===== src/rtl/lcg_ram_filler.sv =====
module lcg_ram_filler #(
  parameter int W     = 8,
  parameter int DEPTH = 255,
  parameter int MUL_SHIFT = 4,
  parameter logic [7:0] INC  = 8'h9D,
  parameter logic [7:0] SEED = 8'hD7
) (
  input  logic         clk,
  input  logic         rst_n,
  input  logic         ctl_wr,
  input  logic [7:0]   ctl_wdata,
  output logic         fill_done,
  output logic         bus_req,
  output logic         mem_we,
  output logic [7:0]   mem_addr,
  output logic [W-1:0] mem_wdata
);
  localparam int AW = $clog2(DEPTH);
  localparam logic [AW-1:0] LAST = AW'(DEPTH - 1);

  logic          busy;
  logic [AW-1:0] idx;
  logic [W-1:0]  val;
  logic [W-1:0]  nxt;
  logic          start;

  assign nxt   = W'((val << MUL_SHIFT) + val + W'(INC));
  assign start = ctl_wr && ctl_wdata[0] && !busy;

  always_ff @(posedge clk) begin
    if (!rst_n) begin
      busy      <= 1'b0;
      idx       <= '0;
      val       <= '0;
      fill_done <= 1'b0;
    end else begin
      if (ctl_wr) fill_done <= 1'b0;
      if (start) begin
        busy <= 1'b1;
        idx  <= '0;
        val  <= W'(SEED);
      end else if (busy) begin
        idx <= idx + 1'b1;
        val <= nxt;
        if (idx == LAST) begin
          busy      <= 1'b0;
          fill_done <= 1'b1;
        end
      end
    end
  end

  assign bus_req   = busy;
  assign mem_we    = busy;
  assign mem_addr  = 8'(idx);
  assign mem_wdata = val;
endmodule


===== config.mk =====
export PLATFORM = sky130hd
export DESIGN_NAME = lcg_ram_filler
export DESIGN_NICKNAME = d
export VERILOG_FILES = /design/src/rtl/lcg_ram_filler.sv
export SDC_FILE = /design/constraint.sdc
export NUM_CORES = 1
export LEC_CHECK = 0
export BUFFER_PORTS_ARGS = -buffer_cell sky130_fd_sc_hd__buf_2
export CAP_MARGIN = 20
export CELL_PAD_IN_SITES_DETAIL_PLACEMENT = 1
export CELL_PAD_IN_SITES_GLOBAL_PLACEMENT = 1
export CORE_MARGIN = 1
export CORE_UTILIZATION = 42
export CTS_BUF_LIST = sky130_fd_sc_hd__clkbuf_8
export DETAILED_ROUTE_END_ITERATION = 8
export GPL_TIMING_DRIVEN = 1
export PLACE_DENSITY = 0.87
export SETUP_SLACK_MARGIN = 0.2
export SYNTH_ARGS = -nofsm -noshare
export SYNTH_HDL_FRONTEND = slang
export SYNTH_SLANG_ARGS = --single-unit

===== constraint.sdc =====
create_clock -name clk -period 5.1 [get_ports clk]
set_clock_uncertainty 0.2 [all_clocks]
set_input_delay 0.51 -clock clk [delete_from_list [all_inputs] [get_ports clk]]
set_output_delay 0.51 -clock clk [all_outputs]
set_load 0.1 [all_outputs]

## Word-level counts from Yosys, hierarchy flattened

Cells that the tools add are included.

- Input bits: 11
- Output and inout bits: 19
- Flip-flop bits (word level): 18
- Logic and storage cells: 24

- Equal/unequal tests: 1
- Add/sub/neg operators: 3
- Bitwise gates (word level): 1
- Mux-type cells: 9
- Reduce and logical (&&, ||, !) cells: 5

Operators by type and width:

| kind | number |
|---|---|
| 8-bit two-way mux | 2 |
| 8-bit by 1-bit adder with 8-bit output, second input constant | 1 |
| 8-bit adder | 1 |
| 8-bit adder, second input constant | 1 |
| 8-bit equality test, second input constant | 1 |
| 1-bit two-way mux | 7 |
| 1-bit logical AND | 2 |
| 2-bit nonzero test | 1 |
| 2-bit OR reduction | 1 |
| 1-bit logical NOT | 1 |
| 1-bit inverter | 1 |

## Logic depth before layout (Yosys ltp)

Gate-level depths: netlist (run 1).

- Depth in word-level cells: 4
- Gate-level depth with buffers: 8
- Depth with buffers taken out: 8

## Worst setup path before layout (run 1)

OpenSTA, ideal clock, no wires.

- Kind: reg-to-reg
- Start: reg val[0] (netlist: mem_wdata[0])
- End: reg val[7] (netlist: mem_wdata[7])
- Cell stages (with the launch flop): 9
- Path slack: 2452 ps
- Arrival time: 2368 ps
- Library setup time: 80 ps
- Buffers on the path: 0
- Required time: 4820 ps
- Period minus slack after synthesis: 2648 ps
- Path through: dfxtp_1 -> inv_1 -> ha_1 -> inv_1 -> ha_1 -> o211a_1 -> o31a_1 -> o211ai_2 -> nor3b_1

- Word-level cells in the longest chain between the ends: 4

RTL lines:

| item | RTL line | source |
|---|---|---|
| from (decl) | 23 | `logic [W-1:0] val;` |
| from (signal assigned) | 41 | `val <= W'(SEED);` |
| from (signal assigned) | 44 | `val <= nxt;` |
| 8-bit adder (2 in a row) | 27 | `assign nxt = W'((val << MUL_SHIFT) + val + W'(INC));` |
| 8-bit two-way mux | 42 | `end else if (busy) begin` |
| 8-bit two-way mux | 38 | `if (start) begin` |

Every way passes these cells. The select of a mux whose other input is x is not followed.
A chain may end at the register's enable or synchronous reset.

## Worst setup path after layout (run 1)

- Start: reg busy (netlist: bus_req)
- End: out bus_req

RTL lines:

| item | RTL line | source |
|---|---|---|
| from (decl) | 21 | `logic busy;` |
| from (signal assigned) | 32 | `busy <= 1'b0;` |
| from (signal assigned) | 39 | `busy <= 1'b1;` |
| from (signal assigned) | 46 | `busy <= 1'b0;` |
| to (decl) | 13 | `output logic bus_req,` |

No word-level cell between the ends.

==> results.cfg, run 1 <==
[power_and_ir_drop]
ir_drop_uv = 199
totalPowerFinal_uw = 426
powerDensity_mw_per_mm2 = 352
p_leak_nw = 0.580

[clocking]
numCtsBuffers = 3
cts_resized = 0
cts_sinks = 18
clock_latency_ps = 250
cts_tree = done
cts_setup_buffers = 0
cts.clk_slew.worst_paths_ps = 70
root_buffer = clkbuf_8
htreeDepth = 1
cts_buffer_depth = 2
holdBufCountCts = 0

[die]
dieHeight_um = 51.8
die_w_um = 51.8
die_area_mm2 = 0.00268
fp.coreArea_mm2 = 0.00228
io_pins = 30
num_rows = 17
initial_core_util = 0.457

[outcome]
outcome = finished clean

[min_path]
holdPathEnd = mem_addr[7]
holdPathStages = 2
hold_path_startpoint = mem_addr[7]
hp-class = flip-flop to flip-flop

[sta]
worstMarginPinSlew_ps = 866
rsz0062_at_grt = false
relSlewSlack = 0.419
tns_ps = 0
fin_crit_ps = 2380
worst_slack_ps = 2720
finalHoldViolations = 0
setup_viol = 0
slew_violations = 0
fin_crit_sh = 0.467
clock.fmax_mhz = 420

[drt]
dr.pass1.iters = 4
vias = 900
via_per_inst = 5.49
drtIter0Drc = 9
final_antenna_net_count = 0
post_drt_wl_per_cell_um = 14.7
drc = 0
finalWirelength_mm = 2.41

[yosys]
postSynthAreaPerCell_um2 = 9.04
synthXorXnorAreaFrac = 0.0842
synthArstFlopShare = 0
synthSimpleGateAreaFrac = 0.174
ys.flop_type = dfxtp_1
ys_top_cells_by_area = dfxtp_1, ha_1, xnor2_1
yosysWarningCount = 0
syn_inst = 115
synth_cell_type_count = 35
synth_top_area_frac = 0.347
synth_area_mm2 = 0.00104
synth_compound_area_frac = 0.172
syn_nets = 138
synth-edff-count = 0
ys_ff_latch = 18
synth_top_family_by_area = simple AND/OR/NAND/NOR gates
synth_largest_area_cell = dfxtp_1
synthMuxAreaShare = 0.00963
synth_adder_area_share = 0.144
seq_area_frac_synth = 0.347

[layout]
finalInstanceArea_mm2 = 0.00121
fin_nets = 160
final_common_cell = buf_2
area_growth_pct = 16.4
final_cell_mix = buf_2, dfxtp_1, ha_1
num_antenna_cells = 0
drive_gt1_frac = 0.235

[worst_setup_path]
critPathArrivalTime_ps = 1670
r2r-start = bus_req
slowest_stage = dfxtp_1
crit_required_ps = 4390
start_kind = flip-flop
rr_worst_depth = 3
cp-end-kind = output pin
worstSetupPathType = flip-flop to output pin
crit_path_cell_trace = buf_2
reg2reg_to = mem_wdata[5]
crit_fanout = 22
max_stage_delay_ps = 850
crit_buf_inv = 1
ff2ff_setup_slack_ps = 2960
path_delay_family = flip-flops

[run]
cap_violations = 0

[grt]
grt_use_total = 0.209
overflow = 0
grt_pass1_wl_mm = 4.04
grt_max_degree = 23
antenna_found_initial = 0
grt_pass1_vias = 848

[place]
pre_cts_slack_ps = 3010
place_area_mm2 = 0.00115
hpwl_mm = 1.87
place.gp.congestion = 0.835
io_buffers = 22
layer usage:
layer | GRT usage | up-vias | routed length (um)
met5 | 0 | - | 0
met3 | 0.0351 | 4 | 64
met1 | 0.258 | 436 | 1090
met2 | 0.366 | 16 | 1230
li1 | - | 444 | -
met4 | 0.0676 | 0 | 26
cells by family after synthesis:
family | Yosys count
XOR/XNOR | 10
buffers and inverters | 16
AO/OA/AOI/OAI | 26
multiplexers | 1
flip-flops | 18
AND/OR/NAND/NOR | 32
adder cells (fa/ha/maj) | 12
state kept, by name, summed over array words and instances, names as in the netlist:
signal	flops
mem_addr	8
mem_wdata	8
bus_req	1
fill_done	1
synthesized netlist by cell type, drive strengths merged, types with 2 or more instances:
cell type / count
a31oi: 2
o31ai: 3
nor2: 10
xor2: 5
or3: 2
buf: 5
inv: 11
o21ai: 7
xnor2: 5
nand4: 5
a21oi: 6
and3: 2
ha: 12
nand2: 6
dfxtp: 18
o211ai: 2
worst max-delay path by stage:
stage / slack, ps / depth (start not counted) / start / end
6_report: 2720 / 1 / bus_req / bus_req
5_1_grt: 2650 / 1 / bus_req / mem_we
4_1_cts: 2720 / 1 / bus_req / bus_req
3_5_place_dp: 3010 / 1 / bus_req / bus_req
3_3_place_gp: 3060 / 1 / bus_req / mem_we
2_1_floorplan: 2450 / 8 / mem_wdata[0] / mem_wdata[7]
area by class of cell:
class / instances / area (um^2)
Fill cell: 280 / 1070
Multi-Input combinational cell: 81 / 608
Sequential cell: 18 / 360
Timing Repair Buffer: 22 / 110
Clock buffer: 4 / 55.1
Inverter: 11 / 41.3
Tap cell: 28 / 35.0
metrics by stage:
step	std cells	hold WS (ps)	util
finish	164	303	0.532
detailed placement	160	296	0.507
CTS	164	309	0.532
global placement	160	284	0.507
global route	164	337	0.532
floorplan	115	488	-
power by group:
| group | internal [mW] | switching, mW |
|---|---|---|
| combinational | 0.0380 | 0.110 |
| sequential | 0.149 | 0.0115 |
| clock | 0.0686 | 0.0489 |
| total | 0.256 | 0.170 |
Power figures use the tool's default switching activity.
==> run 2, diff against run 1 <==
--- a/config.mk
+++ b/config.mk
@@ -10,11 +10,11 @@
 export CELL_PAD_IN_SITES_DETAIL_PLACEMENT = 1
 export CELL_PAD_IN_SITES_GLOBAL_PLACEMENT = 1
 export CORE_MARGIN = 1
-export CORE_UTILIZATION = 42
+export CORE_UTILIZATION = 39
 export CTS_BUF_LIST = sky130_fd_sc_hd__clkbuf_8
 export DETAILED_ROUTE_END_ITERATION = 8
 export GPL_TIMING_DRIVEN = 1
-export PLACE_DENSITY = 0.87
+export PLACE_DENSITY = 0.82
 export SETUP_SLACK_MARGIN = 0.2
 export SYNTH_ARGS = -nofsm -noshare
 export SYNTH_HDL_FRONTEND = slang
==> constraint.sdc (replaced) <==
create_clock -name clk -period 2.2 [get_ports clk]
set_clock_uncertainty 0.2 [all_clocks]
set_input_delay 0.22 -clock clk [delete_from_list [all_inputs] [get_ports clk]]
set_output_delay 0.22 -clock clk [all_outputs]
set_load 0.1 [all_outputs]
==> run 2 against run 1 <==
  * Count of clock-buffer cells in the layout is the same
  * Critical path depth rose by 7
  * Wire length grew 9.5%
  * Setup slack worse by 2500 ps
  * Cell count increased by 1.2%
  * Sequential power is 130% higher
  * Non-clock buffer count unchanged
  * First-iteration DRC count decreased by 33%
==> results.cfg, run 2 (synthesized netlist as in run 1, its figures left out) <==
[drt]
via_per_inst = 5.48
final_antenna_net_count = 0
vias = 909
drc = 0
post_drt_wl_per_cell_um = 15.9
drtIter0Drc = 6
dr.pass1.iters = 4
finalWirelength_mm = 2.64

[sta]
fin_crit_ps = 1940
slew_violations = 0
worst_slack_ps = 256
setup_viol = 0
relSlewSlack = 0.411
worstMarginPinSlew_ps = 877
fin_crit_sh = 0.884
clock.fmax_mhz = 514
rsz0062_at_grt = true
finalHoldViolations = 0
tns_ps = 0

[power_and_ir_drop]
ir_drop_uv = 499
powerDensity_mw_per_mm2 = 787
p_leak_nw = 0.584

[place]
pre_cts_slack_ps = 266
hpwl_mm = 1.97
io_buffers = 22
place.gp.congestion = 0.830

[layout]
num_antenna_cells = 0
final_common_cell = buf_2
nFillCells = 296
multi_input_area_um2 = 691
final_cell_mix = buf_2, nor2_1, inv_1, dfxtp_1
drive_gt1_frac = 0.375
final_core_util = 0.530
area_growth_pct = 27.4
fin_nets = 160
ff_latch_area_um2 = 390

[worst_setup_path]
crit_required_ps = 2140
rr_worst_depth = 8
path_delay_family = adder cells
crit_top_cell = ha_4
worstSetupPathType = flip-flop to flip-flop
reg2reg_to = mem_wdata[7]
crit_fanout = 4
crit_path_cell_trace = inv_1 > ha_4 > inv_2 > ha_4 > o211a_1 > o31a_1 > o211ai_2 > nor3b_2
slowest_stage = dfxtp_4
ff2ff_setup_slack_ps = 260
max_stage_delay_ps = 350
critPathArrivalTime_ps = 1890
crit_buf_inv = 2
cp-end-kind = flip-flop
start_kind = flip-flop
r2r-start = mem_wdata[4]

[clocking]
root_buffer = clkbuf_8
cts_tree = done
clock_latency_ps = 250
numCtsBuffers = 3
htreeDepth = 1
cts_setup_buffers = 0
cts_buffer_depth = 2
cts.clk_slew.worst_paths_ps = 70
cts_sinks = 18

[die]
die_w_um = 53.6
dieHeight_um = 53.6
fp.coreArea_mm2 = 0.00250
initial_core_util = 0.416
io_pins = 30
num_rows = 18
die_area_mm2 = 0.00288

[grt]
antenna_found_initial = 0
grt_max_degree = 23
grt_pass1_wl_mm = 4.23
overflow = 0
grt_use_total = 0.210
grt_pass1_vias = 930

[outcome]
outcome = finished clean

[min_path]
holdPathEnd = mem_wdata[4]
holdPathStages = 3
hold_path_startpoint = rst_n
hp-class = primary input to flip-flop

[run]
cap_violations = 0
==> run 2: changes by cell type in the layout (fill, tap and decap cells not counted) <==
cell     delta
dfxtp_4     +7
nor4_1      -1
ha_4        +5
nor4_4      +1
inv_2       +2
inv_1       -2
dfxtp_1    -10
nor3b_2     +1
nor3b_1     -1
ha_1        -5
dfxtp_2     +3
==> run 2: worst max-delay path by stage <==
stage                       startpoint           end  cells past startpoint  slack (ps)
after floorplan           mem_wdata[0]  mem_wdata[7]                      8         180
after global placement    mem_wdata[1]  mem_wdata[7]                      6         330
after detailed placement  mem_wdata[0]  mem_wdata[7]                      8         270
after CTS                 mem_wdata[0]  mem_wdata[7]                      8         250
after global routing      mem_wdata[4]  mem_wdata[7]                      8         180
final                     mem_wdata[4]  mem_wdata[7]                      8         260
==> run 2: stage by stage <==
step           cells  area (um^2)  total power [mW]  hold slack, ps
2_1_floorplan    115         1080             0.677             198
3_3_place_gp     162         1200             0.721             270
3_5_place_dp     162         1200             0.736             307
4_1_cts          166         1250              1.02            86.3
5_1_grt          166         1330              1.11            95.2
6_report         166         1330              1.04            95.4
==> run 2: worst reg2reg max path, stage by stage, from the launching register on <==
cell and delay (ps):
dfxtp_4 350, inv_1 60, ha_4 260, inv_2 40, ha_4 270, o211a_1 140
o31a_1 230, o211ai_2 100, nor3b_2 180
==> run 2: per-layer routing <==
metal,up-vias,share of wire,global-route usage
li1,444,-,-
met1,437,0.41,0.237
met2,20,0.53,0.371
met3,8,0.034,0.0480
met4,0,0.026,0.0965
met5,-,0,0
==> run 2: area by class of cell <==
| type | instances | share of cell area |
|---|---|---|
| flip-flops and latches | 18 | 0.295 |
| well taps | 30 | 0.0283 |
| clock buffers | 4 | 0.0415 |
| multi-input cells | 81 | 0.521 |
| inverters | 11 | 0.0312 |
| repair buffers | 22 | 0.0831 |
==> run 2: what timing repair did <==
item | 4_1_cts | 5_1_grt
setup endpoints to repair | 0 | 1
gates resized for setup | 0 | 8
hold buffers | 0 | 0
==> run 2: power by group <==
part / total, mW / switching [mW] / leakage, nW / internal, mW
clock: 0.274 / 0.115 / 0.0288 / 0.159
combinational: 0.391 / 0.272 / 0.402 / 0.119
sequential: 0.378 / 0.0304 / 0.153 / 0.348
total: 1.04 / 0.417 / 0.584 / 0.626
==> run 3, diff against run 2 <==
--- a/config.mk
+++ b/config.mk
@@ -5,16 +5,17 @@
 export SDC_FILE = /design/constraint.sdc
 export NUM_CORES = 1
 export LEC_CHECK = 0
+export ABC_AREA = 1
 export BUFFER_PORTS_ARGS = -buffer_cell sky130_fd_sc_hd__buf_2
 export CAP_MARGIN = 20
 export CELL_PAD_IN_SITES_DETAIL_PLACEMENT = 1
 export CELL_PAD_IN_SITES_GLOBAL_PLACEMENT = 1
 export CORE_MARGIN = 1
-export CORE_UTILIZATION = 39
+export CORE_UTILIZATION = 37
 export CTS_BUF_LIST = sky130_fd_sc_hd__clkbuf_8
 export DETAILED_ROUTE_END_ITERATION = 8
 export GPL_TIMING_DRIVEN = 1
-export PLACE_DENSITY = 0.82
+export PLACE_DENSITY = 0.81
 export SETUP_SLACK_MARGIN = 0.2
 export SYNTH_ARGS = -nofsm -noshare
 export SYNTH_HDL_FRONTEND = slang
==> run 3 against run 2 <==
  * Worst hold slack worse by 36 ps
  * Final area down 1.8%
  * Die area up 7.4%
  * Highest routed layer unchanged
==> results.cfg, run 3 <==
[outcome]
outcome = finished clean

[layout]
stdcell_count = 203
multi_input_area_um2 = 617
area_growth_pct = 22.5
drive_gt1_frac = 0.291
num_antenna_cells = 0
nFillCells = 362
final_cell_mix = nand2_1, buf_2, inv_1
finalInstanceArea_mm2 = 0.00130
final_core_util = 0.476
final_common_cell = nand2_1
ff_latch_area_um2 = 390
fin_nets = 196

[sta]
finalHoldViolations = 0
worstMarginPinSlew_ps = 485
relSlewSlack = 0.679
setup_viol = 0
fin_crit_ps = 1870
worst_slack_ps = 329
clock.fmax_mhz = 535
slew_violations = 0
rsz0062_at_grt = false
fin_crit_sh = 0.850
tns_ps = 0
whs_ps = 59.2

[drt]
post_drt_wl_per_cell_um = 13.4
vias = 1045
wl_met1_mm = 1.20
drtIter0Drc = 9
routed.top_layer = met4
via_per_inst = 5.15
met2_wirelength_mm = 1.43
final_antenna_net_count = 0
dr.pass1.iters = 2
routed-wl-met3_um = 70
drc = 0
finalWirelength_mm = 2.73

[grt]
grt_pass1_wl_mm = 4.75
grt_max_degree = 16
grt_pass1_vias = 1123
grt_use_total = 0.192
overflow = 0
antenna_found_initial = 0

[place]
place.gp.congestion = 0.731
pre_cts_slack_ps = 334
dp_cells = 199
hpwl_mm = 2.15
io_buffers = 22
place_area_mm2 = 0.00125

[yosys]
synth-edff-count = 0
synth_area_mm2 = 0.00106
postSynthAreaPerCell_um2 = 7.18
syn_nets = 171
seq_area_frac_synth = 0.339
synth_largest_area_cell = dfxtp_1
syn_inst = 148
synth_top_cells_by_count = nand2_1, inv_1, dfxtp_1, ha_1, a21oi_1
synth_cell_type_count = 24
ys_ff_latch = 18
yosys.cell_count.top_type = nand2_1
ys_top_cells_by_area = dfxtp_1, ha_1, nand2_1
synthArstFlopShare = 0
yosysWarningCount = 0
ys.flop_type = dfxtp_1
synth_top_area_frac = 0.339

[power_and_ir_drop]
ir_drop_uv = 593
p_leak_nw = 0.683
powerDensity_mw_per_mm2 = 763
totalPowerFinal_uw = 993

[clocking]
cts_setup_buffers = 0
root_buffer = clkbuf_8
cts_buffer_depth = 2
numCtsBuffers = 3
cts_resized = 0
clock_latency_ps = 250
htreeDepth = 1
cts_sinks = 18
cts.clk_slew.worst_paths_ps = 70
holdBufCountCts = 0
cts_tree = done

[min_path]
hp-class = primary input to flip-flop

[worst_setup_path]
start_kind = flip-flop
crit_required_ps = 2160
worstSetupPathType = flip-flop to flip-flop
critPathArrivalTime_ps = 1830
crit_fanout = 5
cp-end-kind = flip-flop

[die]
io_pins = 30
die_w_um = 55.6
num_rows = 19
die_area_mm2 = 0.00309
fp.coreArea_mm2 = 0.00273
dieHeight_um = 55.6
initial_core_util = 0.389

[run]
cap_violations = 0
-- run 3: path summary, 6_finish.rpt --
path / startpoint / endpoint / slack, ps / cells after the start
worst max-delay path: mem_wdata[0] / mem_wdata[7] / 330 / 11
worst min-delay path: ctl_wr / fill_done / 60 / 4
worst max register to register: mem_wdata[0] / mem_wdata[7] / 330 / 11
worst min register to register: mem_addr[3] / mem_addr[3] / 270 / 1
-- run 3: cell families (layout without fill, tap and decap cells) --
logic type,count (synthesis),count (layout),synth area share
XOR/XNOR,2,2,0.0165
AO/OA/AOI/OAI,24,24,0.133
buffers and inverters,26,50,0.0989
AND/OR/NAND/NOR,66,66,0.271
adder cells (fa/ha/maj),12,12,0.141
flip-flops,18,18,0.339
-- run 3: critical path: stages (launching register included) --
cell and delay, ps:
dfxtp_4 370, inv_2 40, ha_1 300, inv_2 70
ha_4 200, or2_4 240, nand3_2 80, nand2_1 50
nand2_1 60, nand3_1 70, nand2_1 70, inv_1 30
-- run 3: per-layer routing --
| metal | vias to the layer above | GRT usage |
|---|---|---|
| met5 | - | 0 |
| met4 | 0 | 0.0607 |
| met3 | 4 | 0.0209 |
| met2 | 18 | 0.365 |
| met1 | 493 | 0.223 |
| li1 | 530 | - |
-- run 3: layout make-up --
| cell class | instances | share of cell area |
|---|---|---|
| Clock buffer | 4 | 0.0423 |
| Inverter | 24 | 0.0692 |
| Multi-Input combinational cell | 104 | 0.474 |
| Sequential cell | 18 | 0.300 |
| Tap cell | 31 | 0.0298 |
| Timing Repair Buffer | 22 | 0.0846 |
-- run 3: power breakdown --
part / internal (mW) / switching (mW)
logic: 0.0956 / 0.256
registers: 0.346 / 0.0255
clock network: 0.159 / 0.111
total: 0.600 / 0.393
